[config.mk]
export PLATFORM = sky130hd
export DESIGN_NAME = wtr_hist
export DESIGN_NICKNAME = d
export VERILOG_FILES = /design/src/rtl/wtr_hist.sv
export SDC_FILE = /design/constraint.sdc
export NUM_CORES = 1
export LEC_CHECK = 0
export BUFFER_PORTS_ARGS = -buffer_cell sky130_fd_sc_hd__buf_2
export CORE_MARGIN = 8
export CORE_UTILIZATION = 52
export CTS_CLUSTER_SIZE = 25
export DETAILED_ROUTE_END_ITERATION = 16
export PLACE_DENSITY_LB_ADDON = 0.25
export RECOVER_POWER = 100
export SLEW_MARGIN = 20
export SYNTH_ARGS = -nofsm -noshare
export SYNTH_HDL_FRONTEND = slang
export SYNTH_SLANG_ARGS = --single-unit
[constraint.sdc]
create_clock -name clk -period 7.1 [get_ports clk]
set_input_delay 0.355 -clock clk [delete_from_list [all_inputs] [get_ports clk]]
set_output_delay 0.355 -clock clk [all_outputs]
set_load 0.05 [all_outputs]
[src/rtl/wtr_hist.sv]
// Fixed-depth history of timed entries. The key is the cycle used for
// retirement and replacement; data is an opaque payload.
module wtr_hist #(
  parameter int DEPTH  = 4,
  parameter int KEY_W  = 24,
  parameter int DATA_W = 4,
  parameter int MARG_W = 8,
  localparam int IDX_W = (DEPTH > 1) ? $clog2(DEPTH) : 1
) (
  input  logic                          clk,
  input  logic                          rst_n,
  input  logic [KEY_W-1:0]              now,
  input  logic [MARG_W-1:0]             margin,
  input  logic                          ins_en,
  input  logic [KEY_W-1:0]              ins_key,
  input  logic [DATA_W-1:0]             ins_data,
  output logic [DEPTH-1:0]              vld,
  output logic [DEPTH-1:0][KEY_W-1:0]   key,
  output logic [DEPTH-1:0][DATA_W-1:0]  data
);
  logic [DEPTH-1:0] retire;
  logic [IDX_W-1:0] sel;
  logic             found;
  logic [KEY_W-1:0] best;

  // an entry retires once key + margin has been reached by now
  always_comb begin
    for (int i = 0; i < DEPTH; i++) begin
      retire[i] = vld[i] &&
                  (({1'b0, key[i]} + (KEY_W+1)'(margin)) <= {1'b0, now});
    end
  end

  // slot choice: lowest free slot, else the live entry with the smallest key
  always_comb begin
    found = 1'b0;
    sel   = '0;
    best  = key[0];
    for (int i = 0; i < DEPTH; i++) begin
      if (!found && (!vld[i] || retire[i])) begin
        found = 1'b1;
        sel   = IDX_W'(i);
      end
    end
    if (!found) begin
      for (int i = 1; i < DEPTH; i++) begin
        if (key[i] < best) begin
          best = key[i];
          sel  = IDX_W'(i);
        end
      end
    end
  end

  always_ff @(posedge clk or negedge rst_n) begin
    if (!rst_n) begin
      vld <= '0;
    end else begin
      for (int i = 0; i < DEPTH; i++) begin
        if (ins_en && (sel == IDX_W'(i))) vld[i] <= 1'b1;
        else if (retire[i])               vld[i] <= 1'b0;
      end
    end
  end

  always_ff @(posedge clk) begin
    for (int i = 0; i < DEPTH; i++) begin
      if (ins_en && (sel == IDX_W'(i))) begin
        key[i]  <= ins_key;
        data[i] <= ins_data;
      end
    end
  end
endmodule

After elaboration in Yosys (flattened, before gate mapping)

Index checks and enable logic that the tools add are counted.

Add/sub/neg operators: 4
Multiply operators: 0
Divide/modulo/power cells: 0
Magnitude comparators: 7
Eq/ne operators: 3
Shifts and indexed selects: 0
Muxes and demuxes: 23
Bitwise gates (word level): 0
Reduce and logical (&&, ||, !) cells: 27

Operator list:

| operator                                                        | number |
|---|---|
| 24-bit by 8-bit adder with 25-bit output                        | 4 |
| 25-bit by 24-bit less-or-equal comparator with 1-bit output     | 4 |
| 24-bit 2-to-1 mux                                               | 4 |
| 24-bit less-than comparator                                     | 3 |
| 1-bit 2-to-1 mux                                                | 13 |
| 2-bit 2-to-1 mux                                                | 6 |
| 1-bit logical AND                                               | 11 |
| 2-bit nonzero test                                              | 4 |
| 1-bit logical NOT                                               | 7 |
| 2-bit == test, second input constant                            | 2 |
| 1-bit logical OR                                                | 4 |
| 2-bit by 1-bit == test with 1-bit output, second input constant | 1 |
| 2-bit logical NOT                                               | 1 |

Bits in registers: 116
Latch bits: 0
Bits in writable memories: 0
Memory bits (read-only): 0
Bits of input ports: 63
Output and inout port bits: 116
Word-level logic and storage cells: 76
Memories kept: 0

Depth between registers and ports, before layout

Word-level depth: 24
Gate-level depth with buffers: 30

Least setup slack after synthesis

OpenSTA, ideal clock, no wires.

Path type: register -> register
Start: reg key[9] (netlist name)
End: reg data[4] (netlist name), enable pin
Arrival time: 7097 ps
Required time: 6678 ps
Setup slack: -419 ps
Cell stages (with the launch flop): 30
Period minus slack after synthesis: 7519 ps
Cell sequence: edfxtp_1 > inv_1 > ha_1 > a211oi_1 > nor2_1 > o311ai_1 > and3_1 > clkbuf_1 > clkbuf_1 > nor2_1 > a21oi_1 > ha_1 > a21oi_1 > o221ai_1 > a31o_2 > a211oi_1 > o31ai_1 > buf_2 > buf_4 > nand2_1 > o21ai_0 > ha_1 > nand2_1 > nor3_1 > nand4_1 > nor3_1 > nand2_1 > a211oi_1 > o2111ai_1 > a21oi_1

Word-level cells in the longest chain between the ends: 20
Elaborated cells between the ends (all ways): 30
Those cells by class: add/sub (1); order compare (4); eq/ne (1); mux (15); reduce/logical (9)

Ends and longest elaborated chain:

| item                                                                 | RTL line | RTL |
|---|---|---|
| from (decl)                                                          | 18       | `output logic [DEPTH-1:0][KEY_W-1:0] key,` |
| from (signal, indexed assignment)                                    | 69       | `key[i] <= ins_key;` |
| branches (longest 17 deep; another with 24-bit less-than comparator) | --       |  |
| 2-bit 2-to-1 mux (*)                                                 | 45       | `if (!found) begin` |
| 2-bit by 1-bit == test with 1-bit output (*)                         | 68       | `if (ins_en && (sel == IDX_W'(i))) begin` |
| 1-bit logical AND (*)                                                | 68       |  |
| to (signal, indexed assignment)                                      | 70       | `data[i] <= ins_data;` |
| to (decl)                                                            | 19       | `output logic [DEPTH-1:0][DATA_W-1:0] data` |

Every way passes the cells marked *. The select of a mux whose other input is x is not followed.
A chain may end at the register's enable or synchronous reset.

Worst setup path in the final report

Start: reg key[11] (netlist name)
End: reg key[59] (netlist name), enable pin

Word-level cells in the longest chain between the ends: 20
Elaborated cells between the ends (all ways): 30
Those cells by class: add/sub (1); order compare (4); eq/ne (1); mux (15); reduce/logical (9)

Ends and longest elaborated chain:

| item                                                                 | RTL line |
|---|---|
| branches (longest 17 deep; another with 24-bit less-than comparator) | -- |
| 2-bit 2-to-1 mux (*)                                                 | 45 |
| 2-bit == test (*)                                                    | 68 |
| 1-bit logical AND (*)                                                | 68 |

Marked as above.

==> impl_metrics.csv <==
group,metric,value,unit
floorplan,die_y,157,um
grt,antenna_found_initial,0,
cts,path_clk_slew,0.06,ns
critical_path,critPathSlowestCell,"edfxtp_1",
grt,grt_max_degree,34,
cts,cts.sink_count,116,
timing,slew_headroom,0.475,
floorplan,die_area,0.0246,sq mm
routing,wl_per_cell,21.9,um
synthesis,synth-main-ff-cell,"edfxtp_1",
cts,root_buffer,"clkbuf_16",
finish,nets,1551,
placement,dp.cells,1518,
power,p_total,2.35,mW
timing,fin_crit_sh,0.965,
synthesis,mappedNetlistArea,0.0103,sq mm
routing,antenna_left,0,
timing,min_period,6.85,ns
routing,drc,0,
routing,first_pass_iters,5,
power,ir_drop,0.213,mV
synthesis,syn-mean-instance-area,9.74,sq um
critical_path,worstPathArrival,7.03,ns
finish,drive_gt1_frac,0.100,
critical_path,path_max_fanout,27,
synthesis,synth-warning-count,0,
finish,area_delta_synth_final,20.5,%
synthesis,post-synth-top-count-cell,"ha_1",
grt,grt_pass1_vias,9177,
floorplan,core_area,0.0195,sq mm
floorplan,die_w,157,um
synthesis,synth_edf_count,112,
synthesis,synth.top_cell.area_share,0.327,
timing,finalSetupTns,0,ns
finish,n_antenna_cell,0,
synthesis,ys_async_sr_fraction,0.0345,
synthesis,synth_common_cells,"ha_1, edfxtp_1, nand2_1",
floorplan,rows,51,
critical_path,r2r-start,"key[11]",
timing,setup_viol,0,
critical_path,max_stage_delay,0.45,ns
timing,fin_worst_skew,0.0103,ns
synthesis,synthCells,1058,
critical_path,crit_path_frequent_cell,"buf_4",
cts,htree_num_levels,4,
critical_path,startpoint_type,"flop",
hold_path,min_path_type,"input port to flop",
grt,grt_first_pass_wirelength,50700,um
timing,tightest_slew,0.782,ns
cts,cts_tree,"done",
synthesis,yosys.area.top_type,"edfxtp_1",
floorplan,ios,179,
placement,portBuffers,178,
routing,totalWireLength,34300,um
cts,clk_latency,0.42,ns
placement,routabilityCongestion,0.949,
status,outcome,"finished clean",
power,p_leak,5.29,nW
synthesis,synth.area.top_cells,"edfxtp_1, ha_1, xnor2_1",
synthesis,syn_nets,1322,
routing,vias,9464,
routing,via_per_inst,6.05,
timing,hold_viol,0,
synthesis,synth.distinct_cells,60,
cts,clockBufferDepth,2,
grt,grt_overflow_total,0,
job,max_cap_violations,0,
cts,cts_buffers,17,
timing,slew_violations,0,
routing,initialDrtViolationCount,843,
critical_path,required,7.28,ns
synthesis,yosysSeqAreaShare,0.336,
finish,fin_cells,1565,
critical_path,crit_path_end_kind,"flop",
critical_path,worstSetupPathType,"flop to flop",
hold_path,worstHoldStart,"ins_key[4]",
timing,max_freq,146,MHz
finish,post-route-util,0.638,
grt,grt_use_total,0.275,
placement,hpwl,27800,um
critical_path,crit_start,"key[11]",
power,power_density,189,mW/mm^2
synthesis,synth_seq_cells,116,
floorplan,start_util,0.529,
## placed cells by master (no fill, tap or decap), types with 5 or more instances in the layout
| master | instances |
|---|---|
| a211oi_1 | 11 |
| a21o_1 | 30 |
| a21oi_1 | 72 |
| and2_1 | 5 |
| and3_1 | 13 |
| and4_1 | 7 |
| buf_12 | 6 |
| buf_2 | 34 |
| buf_4 | 35 |
| clkbuf_1 | 144 |
| clkbuf_16 | 18 |
| edfxtp_1 | 112 |
| ha_1 | 197 |
| inv_1 | 69 |
| inv_6 | 7 |
| mux2i_1 | 8 |
| nand2_1 | 83 |
| nand2b_1 | 7 |
| nand3_1 | 47 |
| nand4_1 | 41 |
| nor2_1 | 66 |
| nor2b_1 | 10 |
| nor3_1 | 16 |
| nor4_1 | 6 |
| o211ai_1 | 9 |
| o21a_1 | 9 |
| o21ai_0 | 63 |
| o21bai_1 | 9 |
| xnor2_1 | 61 |
| xor2_1 | 23 |
## layer usage
layer / up-vias / share of wire / track usage
li1: 4456 / - / -
met1: 4470 / 0.43 / 0.369
met2: 473 / 0.45 / 0.429
met3: 65 / 0.094 / 0.0557
met4: 0 / 0.027 / 0.103
met5: - / 0 / 0
## logic make-up (layout without fill, tap and decap cells)
| kind of cell | Yosys count | count (layout) | synth area share |
|---|---|---|---|
| flops | 116 | 116 | 0.336 |
| xor+xnor | 84 | 84 | 0.0714 |
| simple gates | 321 | 321 | 0.156 |
| compound gates | 247 | 247 | 0.150 |
| mux | 8 | 8 | 0.00777 |
| fa+ha+maj | 201 | 201 | 0.247 |
| buf+inv | 81 | 323 | 0.0307 |
## report_power, final
| group | internal, mW | switching [mW] | leakage (nW) |
|---|---|---|---|
| Clock | 0.498 | 0.349 | 0.284 |
| Sequential | 0.781 | 0.0256 | 1.08 |
| Combinational | 0.255 | 0.437 | 3.92 |
| Total | 1.53 | 0.812 | 5.29 |
## sequential cells by signal (all words and copies together), names as in the netlist
| name | count |
|---|---|
| key | 96 |
| vld | 4 |
| data | 16 |
## metrics by stage
stage	hold slack, ns	instance area (sq um)	worst slack, ns
2_1_floorplan	0.0594	10300	0.151
4_1_cts	0.135	12400	0.0756
5_1_grt	0.206	12400	-0.0281
3_3_place_gp	0.163	11800	0.293
6_report	0.196	12400	0.246
3_5_place_dp	0.160	11800	0.156
## worst max-delay path: cells and delay by family (launching register included)
family | cells | cell delay, ns
fa+ha+maj | 3 | 0.92
flops | 1 | 0.45
simple gates | 11 | 2.35
compound gates | 11 | 1.80
buf+inv | 7 | 1.09
## worst paths after layout
| kind | to | slack, ns | depth (start not counted) |
|---|---|---|---|
| min reg2reg | vld[1] | 0.63 | 2 |
| min | key[4] | 0.20 | 1 |
| max in group asynchronous | vld[1] | 6.61 | 2 |
| min in group asynchronous | vld[3] | 0.32 | 2 |
| max | key[59] | 0.25 | 32 |
| max reg2reg | key[59] | 0.25 | 32 |
## layout make-up
| type | count | area [sq um] |
|---|---|---|
| well taps | 265 | 332 |
| clock inverters | 15 | 160 |
| clock buffers | 17 | 425 |
| repair buffers | 222 | 1140 |
| flip-flops and latches | 116 | 3460 |
| inverters | 69 | 259 |
| fillers | 1688 | 7050 |
| multi-input cells | 861 | 6630 |
## timing repair
| action | CTS | global route |
|---|---|---|
| resized for setup | 0 | 11 |
| hold endpoints to repair | 4 | 0 |
| buffers inserted | 0 | 12 |
| endpoints found under the setup margin | 0 | 112 |
| hold buffers | 1 | 0 |
No activity file was read; power rests on OpenSTA's default activity.
